==> config.mk <==
export PLATFORM = sky130hd
export DESIGN_NAME = frame_sync
export DESIGN_NICKNAME = d
export VERILOG_FILES = /design/src/rtl/fsync_pkg.sv /design/src/rtl/fsync_classify.sv /design/src/rtl/fsync_pos.sv /design/src/rtl/fsync_sat_ctr.sv /design/src/rtl/frame_sync.sv
export SDC_FILE = /design/constraint.sdc
export NUM_CORES = 1
export LEC_CHECK = 0
export BUFFER_PORTS_ARGS = -buffer_cell sky130_fd_sc_hd__buf_2
export CAP_MARGIN = 20
export CORE_ASPECT_RATIO = 1.1
export CORE_MARGIN = 2
export CORE_UTILIZATION = 30
export CTS_CLUSTER_DIAMETER = 60
export CTS_CLUSTER_SIZE = 24
export DETAILED_ROUTE_END_ITERATION = 12
export GPL_TIMING_DRIVEN = 0
export HOLD_SLACK_MARGIN = 0.06
export PLACE_DENSITY = 0.61
export SLEW_MARGIN = 5
export SYNTH_ARGS = -nofsm -noshare
export SYNTH_HDL_FRONTEND = slang
export SYNTH_HIERARCHICAL = 1
export SYNTH_SLANG_ARGS = --single-unit
==> constraint.sdc <==
create_clock -name clk -period 4.4 [get_ports clk]
set_input_delay 0.22 -clock clk [delete_from_list [all_inputs] [get_ports clk]]
set_output_delay 0.22 -clock clk [all_outputs]
set_load 0.005 [all_outputs]
==> src/rtl/fsync_pkg.sv <==
package fsync_pkg;

  typedef enum logic {
    ST_HUNT = 1'b0,
    ST_LOCK = 1'b1
  } sync_state_t;

  // One flag per way a qualified byte can be classified.
  typedef struct packed {
    logic hunt_lock;  // marker found while hunting
    logic on_time;    // marker at the expected boundary
    logic missing;    // boundary reached, marker absent
    logic early;      // marker inside a locked frame
    logic payload;    // ordinary byte inside a locked frame
  } sync_evt_t;

endpackage

==> src/rtl/fsync_classify.sv <==
module fsync_classify
  import fsync_pkg::*;
#(
  parameter int BYTE_W = 8,
  parameter int LEN_W  = 8
) (
  input  logic              valid,
  input  logic [BYTE_W-1:0] din,
  input  logic [BYTE_W-1:0] marker,
  input  logic [LEN_W-1:0]  frame_len,
  input  sync_state_t       state,
  input  logic [LEN_W-1:0]  pos,
  output sync_evt_t         evt,
  output logic              cfg_ok
);

  // A frame needs a marker and at least one payload byte.
  function automatic logic f_len_ok(input logic [LEN_W-1:0] len);
    return len > LEN_W'(1);
  endfunction

  // The next marker is due once the position reaches the frame length.
  function automatic logic f_at_boundary(input logic [LEN_W-1:0] p,
                                         input logic [LEN_W-1:0] len);
    return p >= len;
  endfunction

  logic is_marker;

  assign cfg_ok    = f_len_ok(frame_len);
  assign is_marker = (din == marker);

  always_comb begin
    evt = '0;
    if (valid && cfg_ok) begin
      if (state == ST_HUNT) begin
        evt.hunt_lock = is_marker;
      end else if (f_at_boundary(pos, frame_len)) begin
        evt.on_time = is_marker;
        evt.missing = !is_marker;
      end else begin
        evt.early   = is_marker;
        evt.payload = !is_marker;
      end
    end
  end

endmodule

==> src/rtl/fsync_pos.sv <==
module fsync_pos #(
  parameter int LEN_W = 8
) (
  input  logic             clk,
  input  logic             rst,
  input  logic             restart,
  input  logic             advance,
  output logic [LEN_W-1:0] pos
);

  localparam logic [LEN_W-1:0] POS_MAX = '1;

  function automatic logic [LEN_W-1:0] f_step(input logic [LEN_W-1:0] p);
    return (p == POS_MAX) ? p : p + LEN_W'(1);
  endfunction

  always_ff @(posedge clk) begin
    if (rst)          pos <= '0;
    else if (restart) pos <= LEN_W'(1);
    else if (advance) pos <= f_step(pos);
  end

  // every restart leaves the counter just past the marker.
  p_restart_one_r7: assert property (@(posedge clk) disable iff (rst)
    restart |=> pos == LEN_W'(1));

  p_pos_hold_r8: assert property (@(posedge clk) disable iff (rst)
    (!restart && !advance) |=> $stable(pos));

endmodule

==> src/rtl/fsync_sat_ctr.sv <==
module fsync_sat_ctr #(
  parameter int W = 16
) (
  input  logic         clk,
  input  logic         rst,
  input  logic         inc,
  output logic [W-1:0] cnt
);

  localparam logic [W-1:0] CNT_MAX = '1;

  function automatic logic [W-1:0] f_sat_inc(input logic [W-1:0] c);
    return (c == CNT_MAX) ? c : c + W'(1);
  endfunction

  always_ff @(posedge clk) begin
    if (rst)      cnt <= '0;
    else if (inc) cnt <= f_sat_inc(cnt);
  end

  p_sat_hold_r9: assert property (@(posedge clk) disable iff (rst)
    cnt == CNT_MAX |=> cnt == CNT_MAX);

  p_count_step_r9: assert property (@(posedge clk) disable iff (rst)
    (inc && cnt != CNT_MAX) |=> cnt == $past(cnt) + W'(1));

  p_count_idle_r8: assert property (@(posedge clk) disable iff (rst)
    !inc |=> $stable(cnt));

endmodule

==> src/rtl/frame_sync.sv <==
module frame_sync
  import fsync_pkg::*;
#(
  parameter int BYTE_W = 8,
  parameter int LEN_W  = 8,
  parameter int CNT_W  = 16
) (
  input  logic              clk,
  input  logic              rst,
  input  logic              in_valid,
  input  logic [BYTE_W-1:0] in_byte,
  input  logic [BYTE_W-1:0] sync_byte,
  input  logic [LEN_W-1:0]  frame_len,
  output logic              out_valid,
  output logic [BYTE_W-1:0] out_byte,
  output logic              out_start,
  output logic              out_in_frame,
  output logic              err_pulse,
  output logic [CNT_W-1:0]  err_count,
  output logic [CNT_W-1:0]  sync_count,
  output logic              config_error
);

  localparam int N_CTR    = 2;
  localparam int CTR_ERR  = 0;
  localparam int CTR_SYNC = 1;

  sync_state_t       state;
  sync_state_t       state_nxt;
  sync_evt_t         evt;
  logic              cfg_ok;
  logic [LEN_W-1:0]  pos;

  // Named internal events, used by the counters, the position and the checks.
  logic ev_restart;
  logic ev_error;
  logic ev_marker;
  logic ev_emit;

  fsync_classify #(.BYTE_W(BYTE_W), .LEN_W(LEN_W)) u_classify (
    .valid     (in_valid),
    .din       (in_byte),
    .marker    (sync_byte),
    .frame_len (frame_len),
    .state     (state),
    .pos       (pos),
    .evt       (evt),
    .cfg_ok    (cfg_ok)
  );

  assign ev_restart = evt.hunt_lock | evt.on_time | evt.early;
  assign ev_marker  = ev_restart;
  assign ev_error   = evt.missing | evt.early;
  assign ev_emit    = ev_restart | evt.payload;

  fsync_pos #(.LEN_W(LEN_W)) u_pos (
    .clk     (clk),
    .rst     (rst),
    .restart (ev_restart),
    .advance (evt.payload),
    .pos     (pos)
  );

  logic [N_CTR-1:0] ctr_inc;
  logic [CNT_W-1:0] ctr_val [N_CTR];

  assign ctr_inc[CTR_ERR]  = ev_error;
  assign ctr_inc[CTR_SYNC] = ev_marker;

  for (genvar g = 0; g < N_CTR; g++) begin : g_ctr
    fsync_sat_ctr #(.W(CNT_W)) u_ctr (
      .clk (clk),
      .rst (rst),
      .inc (ctr_inc[g]),
      .cnt (ctr_val[g])
    );
  end

  assign err_count  = ctr_val[CTR_ERR];
  assign sync_count = ctr_val[CTR_SYNC];

  always_comb begin
    state_nxt = state;
    if (!cfg_ok)            state_nxt = ST_HUNT;
    else if (evt.hunt_lock) state_nxt = ST_LOCK;
    else if (evt.missing)   state_nxt = ST_HUNT;
  end

  always_ff @(posedge clk) begin
    if (rst) state <= ST_HUNT;
    else     state <= state_nxt;
  end

  always_ff @(posedge clk) begin
    if (rst) begin
      out_valid    <= 1'b0;
      out_byte     <= '0;
      out_start    <= 1'b0;
      out_in_frame <= 1'b0;
      err_pulse    <= 1'b0;
    end else begin
      out_valid    <= ev_emit;
      out_byte     <= ev_emit ? in_byte : '0;
      out_start    <= ev_restart;
      out_in_frame <= evt.payload;
      err_pulse    <= ev_error;
    end
  end

  assign config_error = !cfg_ok;

  // a valid byte carries exactly one of the two position flags.
  p_flags_excl_r4: assert property (@(posedge clk) disable iff (rst)
    out_valid |-> (out_start ^ out_in_frame));

  // nothing leaks out while no byte is presented.
  p_quiet_out_r11: assert property (@(posedge clk) disable iff (rst)
    !out_valid |-> (out_byte == '0 && !out_start && !out_in_frame));

  // an idle input cycle yields an idle output cycle.
  p_idle_quiet_r8: assert property (@(posedge clk) disable iff (rst)
    !in_valid |=> (!out_valid && !err_pulse));

  // a missing marker sends the block back to hunting.
  p_miss_hunt_r6: assert property (@(posedge clk) disable iff (rst)
    evt.missing |=> (state == ST_HUNT && err_pulse && !out_valid));

  // an early marker realigns immediately and reports an error.
  p_early_realign_r7: assert property (@(posedge clk) disable iff (rst)
    evt.early |=> (state == ST_LOCK && err_pulse && out_start));

  // an unusable frame length keeps the output silent.
  p_cfg_silent_r10: assert property (@(posedge clk) disable iff (rst)
    config_error |=> (!out_valid && state == ST_HUNT));

endmodule

==> metrics.cfg, run 1 <==
[status]
status=finished, final reports clean

[die]
die_w_um=97.4
fp.coreArea_um2=9350
die_y_um=107
initial_utilization_pct=30.8
rows=37
io-pin-count=72
dieArea_um2=10400

[clocking]
htreeDepth=2
cts_tree=done
clock_latency_ns=0.31
root_buffer=clkbuf_8
cts.sinks=53
clk_pin_slew_ns=0.09
cts_resized=0
ctsHoldBuffers=0
cts_buffers=5
post_cts_buffers=0
clockBufferDepth=2

[logic_synthesis]
synth-simple-area-share_pct=31.4
async_flop_share_pct=0
ys_top_cells_by_area=dfxtp_1 (37%), ha_1 (4.8%), nor2_1 (3.3%)
yosys_warnings=6
yosys.cell_types.count=51
synth_edf_count=0
yosysMostFrequentCell=dfxtp_1
netlist_top_cells_count=dfxtp_1 (53), nor2_1 (25), nand2_1 (23)
yosys.area.top_type_share_pct=36.9
synth_nets=359
yosysTopAreaCell=dfxtp_1
synth_ff_type=dfxtp_1
synth.area.mux_share_pct=3.31
synth.avg_cell_area_um2=8.96
syn_inst=321
synth_top_family_by_area=simple AND/OR/NAND/NOR gates
synth_fa_ha_area_share_pct=4.78
synth_seq_area_share_pct=36.9
synthXorXnorAreaFrac_pct=4.26
synth.ff_latch_count=53
synth_compound_area_share_pct=15.1
mappedNetlistArea_um2=2880

[sta]
final.setup_skew_ns=0.0105
clock.fmax_ghz=0.270
min_period_ns=3.71
finalCritPeriodShare_pct=84.3
setup_tns_ns=0
setup_viol=0
slew_headroom_pct=46.0
report.final.slew_viol_count=0
hold_viol=0
tightestPinTransition_ns=0.802
rsz0062_at_grt=no

[grt]
grt_pass1_vias=2481
grt_max_degree=17
grt_use_total_pct=12.9
grt_antenna_before_repair=0
grt_pass1_wl_mm=11.3
overflow=0

[cells_and_area]
final_cells=518
antennaDiodeCount=0
layout.nets=438
layout-drive-gt1-share_pct=27.2
syn2layout_area_growth_pct=21.9

[placed_design]
port-buffer-count=71
place_inst=510
place_hpwl_mm=5.10
gp_congestion=0.817

[setup_path]
critPathKind=flop to flop
slowest_stage=or3_1
cp_max_fo=15
slowest_delay_ns=0.51
critPathTopFamily=simple AND/OR/NAND/NOR gates
path_buf_inv=2
crit_path_end_kind=flop
worstPathArrival_ns=3.91
start_kind=flop
critPathMostFrequentCell=or3_1
worstPathRequired_ns=4.60
path_cells=inv_1 > ha_1 > nand2b_4 > a2111oi_4 > o31ai_2 > nor3_1 > or3_1 > nand2_1 > or3_1 > clkbuf_2 > nor4_1 > mux2_2

[routing]
drt-total-wl_mm=6.72
wire_per_inst_um=13.0
first_iter_violations=119
vias_per_cell=5.28
drcViolationCount=0
drtAntennaViolNets=0
num_vias=2735
drt_pre_antenna_iters=4

[power_and_ir_drop]
swShare_pct=21.6
p_comb_share_pct=5.3
netSwitchingPower_w=0.000190
power_frac_seq_pct=54.7
vdd_drop_max_v=0.000124
leakage_nw=1.46
intPower_w=0.000687
p_clk_share_pct=40.0
power_density_nw_per_um2=250

[run]
cap_violations=0

[min_path]
hold_path_class=input pin to flop

final cells by class:
| cell class | count | area, µm² |
|---|---|---|
| clock buffer | 6 | 82.6 |
| clock inverter | 2 | 37.5 |
| inverter | 15 | 56.3 |
| timing repair buffer | 72 | 363 |
| tap | 117 | 146 |
| sequential | 53 | 1060 |
| fill | 975 | 5850 |
| buffer | 9 | 66.3 |
| multi-input combinational | 244 | 1690 |
power by group through the flow:
stage	Clock, W	Sequential [W]	Combinational, W
after global routing	0.000385	0.000480	0.0000520
after floorplan	0	0.000491	0.0000257
after detailed placement	0	0.000491	0.0000471
final	0.000350	0.000480	0.0000465
after CTS	0.000366	0.000480	0.0000473
after global placement	0	0.000491	0.0000459
flip-flops by register name, indices dropped and copies added (netlist names):
| register | count |
|---|---|
| err_pulse | 1 |
| out_in_frame | 1 |
| out_byte | 8 |
| g_ctr.u_ctr/cnt | 32 |
| out_start | 1 |
| state | 1 |
| out_valid | 1 |
| u_pos/pos | 8 |
worst reg2reg max path, delay by kind of cell, from the launching register on:
kind / cells / cell delay [ns]
mux: 1 / 0.37
buf+inv: 2 / 0.24
fa+ha+maj: 1 / 0.28
compound gates: 2 / 0.49
flops: 1 / 0.47
simple gates: 6 / 1.77
path summary, 6_finish.rpt:
path | startpoint | endpoint | slack [ns] | cells after the start
setup / recovery | u_pos/pos[0]$_SDFFE_PP0P_ | g_ctr[1].u_ctr/cnt[15]$_SDFFE_PP0P_ | 0.69 | 12
hold / removal | in_byte[6] | out_byte[6]$_SDFF_PP0_ | 0.19 | 2
setup reg to reg | u_pos/pos[0]$_SDFFE_PP0P_ | g_ctr[1].u_ctr/cnt[15]$_SDFFE_PP0P_ | 0.69 | 12
hold reg to reg | state$_SDFFE_PP0P_ | state$_SDFFE_PP0P_ | 0.52 | 2
through the flow:
stage / utilization [%] / worst slack [ns] / total power [W] / hold slack [ns] / cell area [µm²]
finish: 37.5 / 0.690 / 0.000877 / 0.194 / 3510
global route: 37.5 / 0.396 / 0.000917 / 0.170 / 3510
CTS: 37.5 / 0.674 / 0.000893 / 0.173 / 3510
detailed placement: 36.2 / 0.688 / 0.000538 / 0.503 / 3390
global placement: 36.1 / 0.764 / 0.000537 / 0.494 / 3380
floorplan: - / 1.12 / 0.000517 / 0.289 / 2880
placed cells by master, fill, tap and decap left out, types with 2 or more instances in the layout:
cell type	n
a211oi_1	4
and4_1	8
mux2i_1	5
o311ai_0	2
dfxtp_1	53
xor2_1	10
nor2_1	25
dlymetal6s2s_1	2
nor2b_1	7
a21oi_1	16
o21a_1	2
buf_4	4
mux2_2	4
o41ai_2	2
o21ai_0	7
a31oi_1	5
nand4_2	3
or2_2	3
buf_2	72
nor4_1	12
nand3_1	17
nand2_1	23
a2111oi_0	3
nor3b_1	11
o31ai_1	8
xnor2_1	4
o211ai_1	2
clkbuf_2	2
nor3_1	9
clkbuf_8	6
inv_1	14
or4_1	7
ha_1	11
o41ai_1	2
nand4_1	12
and2b_2	2
or3_1	5
metal layers:
metal  global-route usage [%]  share of wire (%)  vias up
li1                         -                  -     1374
met1                     16.1                 46     1290
met2                     22.1                 48       66
met3                     3.06                5.3        5
met4                     4.17                1.0        0
met5                        0                  0        -
cells by family after synthesis:
| family | count (synthesis) |
|---|---|
| adders and majority gates | 11 |
| AOI/OAI and AO/OA | 58 |
| buffers and inverters | 24 |
| and+or+nand+nor | 152 |
| xor gates and xnor gates | 14 |
| DFF | 53 |
| muxes | 9 |
No activity file was read; power rests on OpenSTA's default activity.
==> inputs of run 2 (changes only) <==
clock period = 3.6 ns   (was 4.4 ns; I/O delays follow)
==> run 2 against run 1 <==
Worst setup slack worse by 0.47 ns. Combinational power rose by 22%. Clock skew is essentially flat. Count of clock-buffer cells in the layout unchanged. Final cell count unchanged. Utilization up 0.11 points. Sequential share of layout area shrank 0.086 points. Die area did not move. First-iteration DRC count down 10%. Largest power group unchanged.
==> metrics.cfg, run 2 (synthesis results as in run 1) <==
[status]
status=finished, final reports clean

[clocking]
cts_buffers=5
cts_tree=done
cts.sinks=53
htreeDepth=2
clock_latency_ns=0.31
clk_pin_slew_ns=0.09
clockBufferDepth=2
post_cts_buffers=0
ctsHoldBuffers=0
root_buffer=clkbuf_8

[placed_design]
place_hpwl_mm=5.10
port-buffer-count=71
placed_cell_area_um2=3390
pre_cts_slack_ns=-0.112
gp_congestion=0.817

[die]
initial_utilization_pct=30.8
rows=37
fp.coreArea_um2=9350
die_y_um=107
die_w_um=97.4
dieArea_um2=10400
io-pin-count=72

[cells_and_area]
layout-drive-gt1-share_pct=27.7
ff_latch_area_um2=1060
regMostFlops=g_ctr.u_ctr/cnt
mostFrequentLayoutCells=buf_2 (72), dfxtp_1 (53), nor2_1 (25)
syn2layout_area_growth_pct=22.2
reg_top3=g_ctr.u_ctr/cnt x32, out_byte x8, u_pos/pos x8
layout_commonest_cell=buf_2
multi_input_area_um2=1700
fillerInstances=974
largest_reg_flops=32
antennaDiodeCount=0
design_area_um2=3520
layout.nets=438

[setup_path]
cp_max_fo=15
r2r-start=u_pos/pos[0]$_SDFFE_PP0P_
crit_path_end_kind=flop
critPathKind=flop to flop
worstPathRequired_ns=3.80
start_kind=flop
worstPathArrival_ns=3.58
rr_worst_depth=12
startpoint=u_pos/pos[0]$_SDFFE_PP0P_

[sta]
final.setup_skew_ns=0.0103
layout_setup_ws_ns=0.220
hold_viol=0
setup_viol=0
finalCritPeriodShare_pct=93.9
slew_headroom_pct=45.8
tightestPinTransition_ns=0.806
clock.fmax_ghz=0.296
min_period_ns=3.38
setup_tns_ns=0
holdWs_ns=0.153
rsz0062_at_grt=no
report.final.slew_viol_count=0

[grt]
grt_pass1_wl_mm=11.3
grt_antenna_before_repair=0
grt_max_degree=17
grt_pass1_vias=2483
grt_use_total_pct=12.9
overflow=0

[routing]
drcViolationCount=0
vias_per_cell=5.25
wire_per_inst_um=13.0
drt-total-wl_mm=6.71
num_vias=2722
drt_pre_antenna_iters=4
drtAntennaViolNets=0
first_iter_violations=107

[min_path]
hold_start=in_byte[6]
hold_depth=2
hold_path_class=input pin to flop

[power_and_ir_drop]
vdd_drop_max_v=0.000151
power_density_nw_per_um2=305
leakage_nw=1.45

[run]
cap_violations=0

==> run 2: cell count changes in the layout (fill, tap and decap cells not counted) <==
cell	delta
or3_4	+1
nor3_1	-1
or3_1	-1
nor3_2	+1
==> run 2: layer usage <==
metal	share of wire, %	wire (µm)	vias to the layer above	track usage [%]
met5	0	0	-	0
met4	1.0	70	0	4.17
met1	46	3080	1282	16.1
li1	-	-	1371	-
met2	48	3210	64	22.1
met3	5.1	345	5	3.06
==> run 2: timing repair <==
action | in CTS | in global routing
gates cloned | 0 | 0
gates resized for setup | 1 | 1
endpoints found under the setup margin | 4 | 6
==> run 2: worst max-delay path: stages (launching register included) <==
cell and delay (ns):
dfxtp_1 0.47, inv_1 0.08, ha_1 0.28, nand2b_4 0.15, a2111oi_4 0.35, o31ai_2 0.15
nor3_2 0.32, or3_4 0.29, nand2_1 0.06, or3_1 0.31, clkbuf_2 0.16, nor4_1 0.29
mux2_2 0.37
==> run 2: area by class of cell <==
type	count	share of cell area [%]
well taps	117	4.16
inverters	15	1.60
flip-flops and latches	53	30.2
repair buffers	72	10.3
multi-input cells	244	48.4
plain buffers	9	1.89
clock buffers	6	2.35
clock inverters	2	1.07
==> run 2: final timing paths <==
kind / to / slack, ns
worst min register to register: state$_SDFFE_PP0P_ / 0.52
worst max register to register: g_ctr[1].u_ctr/cnt[15]$_SDFFE_PP0P_ / 0.22
worst min-delay path: out_byte[6]$_SDFF_PP0_ / 0.15
worst max-delay path: g_ctr[1].u_ctr/cnt[15]$_SDFFE_PP0P_ / 0.22
==> run 2: report_power, final <==
part | total [W] | internal [W] | switching [W] | leakage (nW)
combinational | 0.0000569 | 0.0000272 | 0.0000297 | 0.970
clock | 0.000428 | 0.000226 | 0.000202 | 0.0574
sequential | 0.000586 | 0.000586 | 0.000000291 | 0.427
total | 0.00107 | 0.000840 | 0.000232 | 1.45
==> run 2: per-stage QoR <==
stage	total power, W	instances	util [%]
floorplan	0.000632	321	-
global placement	0.000656	509	36.1
detailed placement	0.000658	510	36.2
CTS	0.00109	518	37.5
global route	0.00112	518	37.6
finish	0.00107	518	37.6
==> inputs of run 3 (changes only) <==
BUFFER_PORTS_ARGS = -buffer_cell sky130_fd_sc_hd__buf_4   (was -buffer_cell sky130_fd_sc_hd__buf_2)
==> run 3 against run 2 <==
Die area unchanged. First-iteration DRC count up 35%. Clock skew down 0.0027 ns. Sequential power about the same. Clock power down 3%. Largest cell class unchanged.
==> metrics.cfg, run 3 (synthesis results as in run 1) <==
[power_and_ir_drop]
vdd_drop_max_v=0.000151
leakage_nw=1.47
power_density_nw_per_um2=290
design_power_total_w=0.00107

[clocking]
cts_buffers=5
root_buffer=clkbuf_8
cts_tree=done
htreeDepth=2
cts.sinks=53
post_cts_buffers=0
clk_pin_slew_ns=0.10
clock_latency_ns=0.30
clockBufferDepth=2

[cells_and_area]
mostFrequentLayoutCells=buf_4 (75), dfxtp_1 (53), nor2_1 (25)
fillerInstances=974
design_area_um2=3690
layout.nets=438
layout-drive-gt1-share_pct=27.4
final_cells=518
largest_reg_flops=32
syn2layout_area_growth_pct=28.3
reg_top3=g_ctr.u_ctr/cnt x32, out_byte x8, u_pos/pos x8
antennaDiodeCount=0
layout_commonest_cell=buf_4
regMostFlops=g_ctr.u_ctr/cnt

[die]
rows=37
dieArea_um2=10400
fp.coreArea_um2=9350
io-pin-count=72
die_w_um=97.4
die_y_um=107
initial_utilization_pct=30.8

[setup_path]
critPathKind=flop to flop
worstPathRequired_ns=3.80
worstPathArrival_ns=3.57
path_buf_inv=2
critPathTopFamily=simple AND/OR/NAND/NOR gates
path_depth=12
start_kind=flop
rr_endpoint=g_ctr[1].u_ctr/cnt[15]$_SDFFE_PP0P_
path_cells=inv_1 > ha_1 > nand2b_4 > a2111oi_4 > o31ai_2 > nor3_2 > or3_4 > nand2_1 > or3_1 > clkbuf_2 > nor4_1 > mux2_2
slowest_stage=dfxtp_1
rr_worst_depth=12
crit_path_end_kind=flop
cp-endpoint=g_ctr[1].u_ctr/cnt[15]$_SDFFE_PP0P_
cp_max_fo=15
slowest_delay_ns=0.47
r2r_slack_ns=0.22
r2r-start=u_pos/pos[0]$_SDFFE_PP0P_
startpoint=u_pos/pos[0]$_SDFFE_PP0P_

[routing]
drtAntennaViolNets=0
drt_pre_antenna_iters=4
drt-total-wl_mm=6.90
num_vias=2767
vias_per_cell=5.34
drcViolationCount=0
first_iter_violations=144
wire_per_inst_um=13.3

[status]
status=finished, final reports clean

[grt]
grt_pass1_vias=2560
grt_antenna_before_repair=0
grt_max_degree=16
grt_use_total_pct=13.3
overflow=0
grt_pass1_wl_mm=11.8

[run]
cap_violations=0

[sta]
hold_viol=0
layout_setup_ws_ns=0.221
clock.fmax_ghz=0.296
finalCritPeriodShare_pct=93.9
rsz0062_at_grt=no
min_period_ns=3.38
tightestPinTransition_ns=0.940
slew_headroom_pct=36.8
setup_viol=0
report.final.slew_viol_count=0
final.setup_skew_ns=0.00765

[placed_design]
gp_congestion=0.830
place_hpwl_mm=5.31
place_inst=510
port-buffer-count=71
pre_cts_slack_ns=-0.126
placed_cell_area_um2=3560

[min_path]
hold_path_class=input pin to flop

==> run 3: cell count changes in the layout (fill, tap and decap cells not counted) <==
cell,before,now
clkinvlp_4,1,0
buf_4,4,75
clkbuf_1,1,2
buf_2,72,1
==> run 3: final cells by class <==
| class | instances | area [µm²] | share of cell area, % |
|---|---|---|---|
| multi-input combinational | 244 | 1700 | 46.2 |
| sequential | 53 | 1060 | 28.8 |
| timing repair buffer | 72 | 541 | 14.6 |
| tap | 117 | 146 | 3.97 |
| clock buffer | 7 | 86.3 | 2.34 |
| buffer | 9 | 66.3 | 1.80 |
| inverter | 15 | 56.3 | 1.53 |
| clock inverter | 1 | 30.0 | 0.814 |
==> run 3: layer usage <==
layer	share of wire (%)	global-route usage [%]	vias up
met3	6.1	3.46	4
met5	0	0	-
met2	49	23.5	85
met4	0.74	2.98	0
li1	-	-	1371
met1	44	16.1	1307
==> run 3: worst min-delay path by stage <==
stage	from	to	slack (ns)	cells past startpoint
after global placement	rst	u_pos/pos[6]$_SDFFE_PP0P_	0.46	2
after global routing	in_byte[6]	out_byte[6]$_SDFF_PP0_	0.14	2
final	rst	u_pos/pos[6]$_SDFFE_PP0P_	0.14	2
after CTS	rst	u_pos/pos[6]$_SDFFE_PP0P_	0.13	2
after detailed placement	rst	out_in_frame$_SDFF_PP0_	0.46	2
after floorplan	rst	u_pos/pos[6]$_SDFFE_PP0P_	0.25	1
==> run 3: repair_timing <==
item | 4_1_cts | 5_1_grt
setup endpoints to repair | 5 | 10
hold buffers | 0 | 0
resized for setup | 1 | 1
hold endpoints to repair | 0 | 0
==> run 3: through the flow <==
step | utilization (%) | hold slack [ns] | TNS [ns]
floorplan | - | 0.249 | 0
global placement | 38.0 | 0.455 | -0.0456
detailed placement | 38.1 | 0.464 | -0.293
CTS | 39.4 | 0.128 | 0
global route | 39.5 | 0.138 | 0
finish | 39.5 | 0.139 | 0
==> run 3: report_power, final <==
| group | internal, W | switching (W) |
|---|---|---|
| Combinational | 0.0000352 | 0.0000301 |
| Sequential | 0.000586 | 0.000000293 |
| Clock | 0.000227 | 0.000190 |
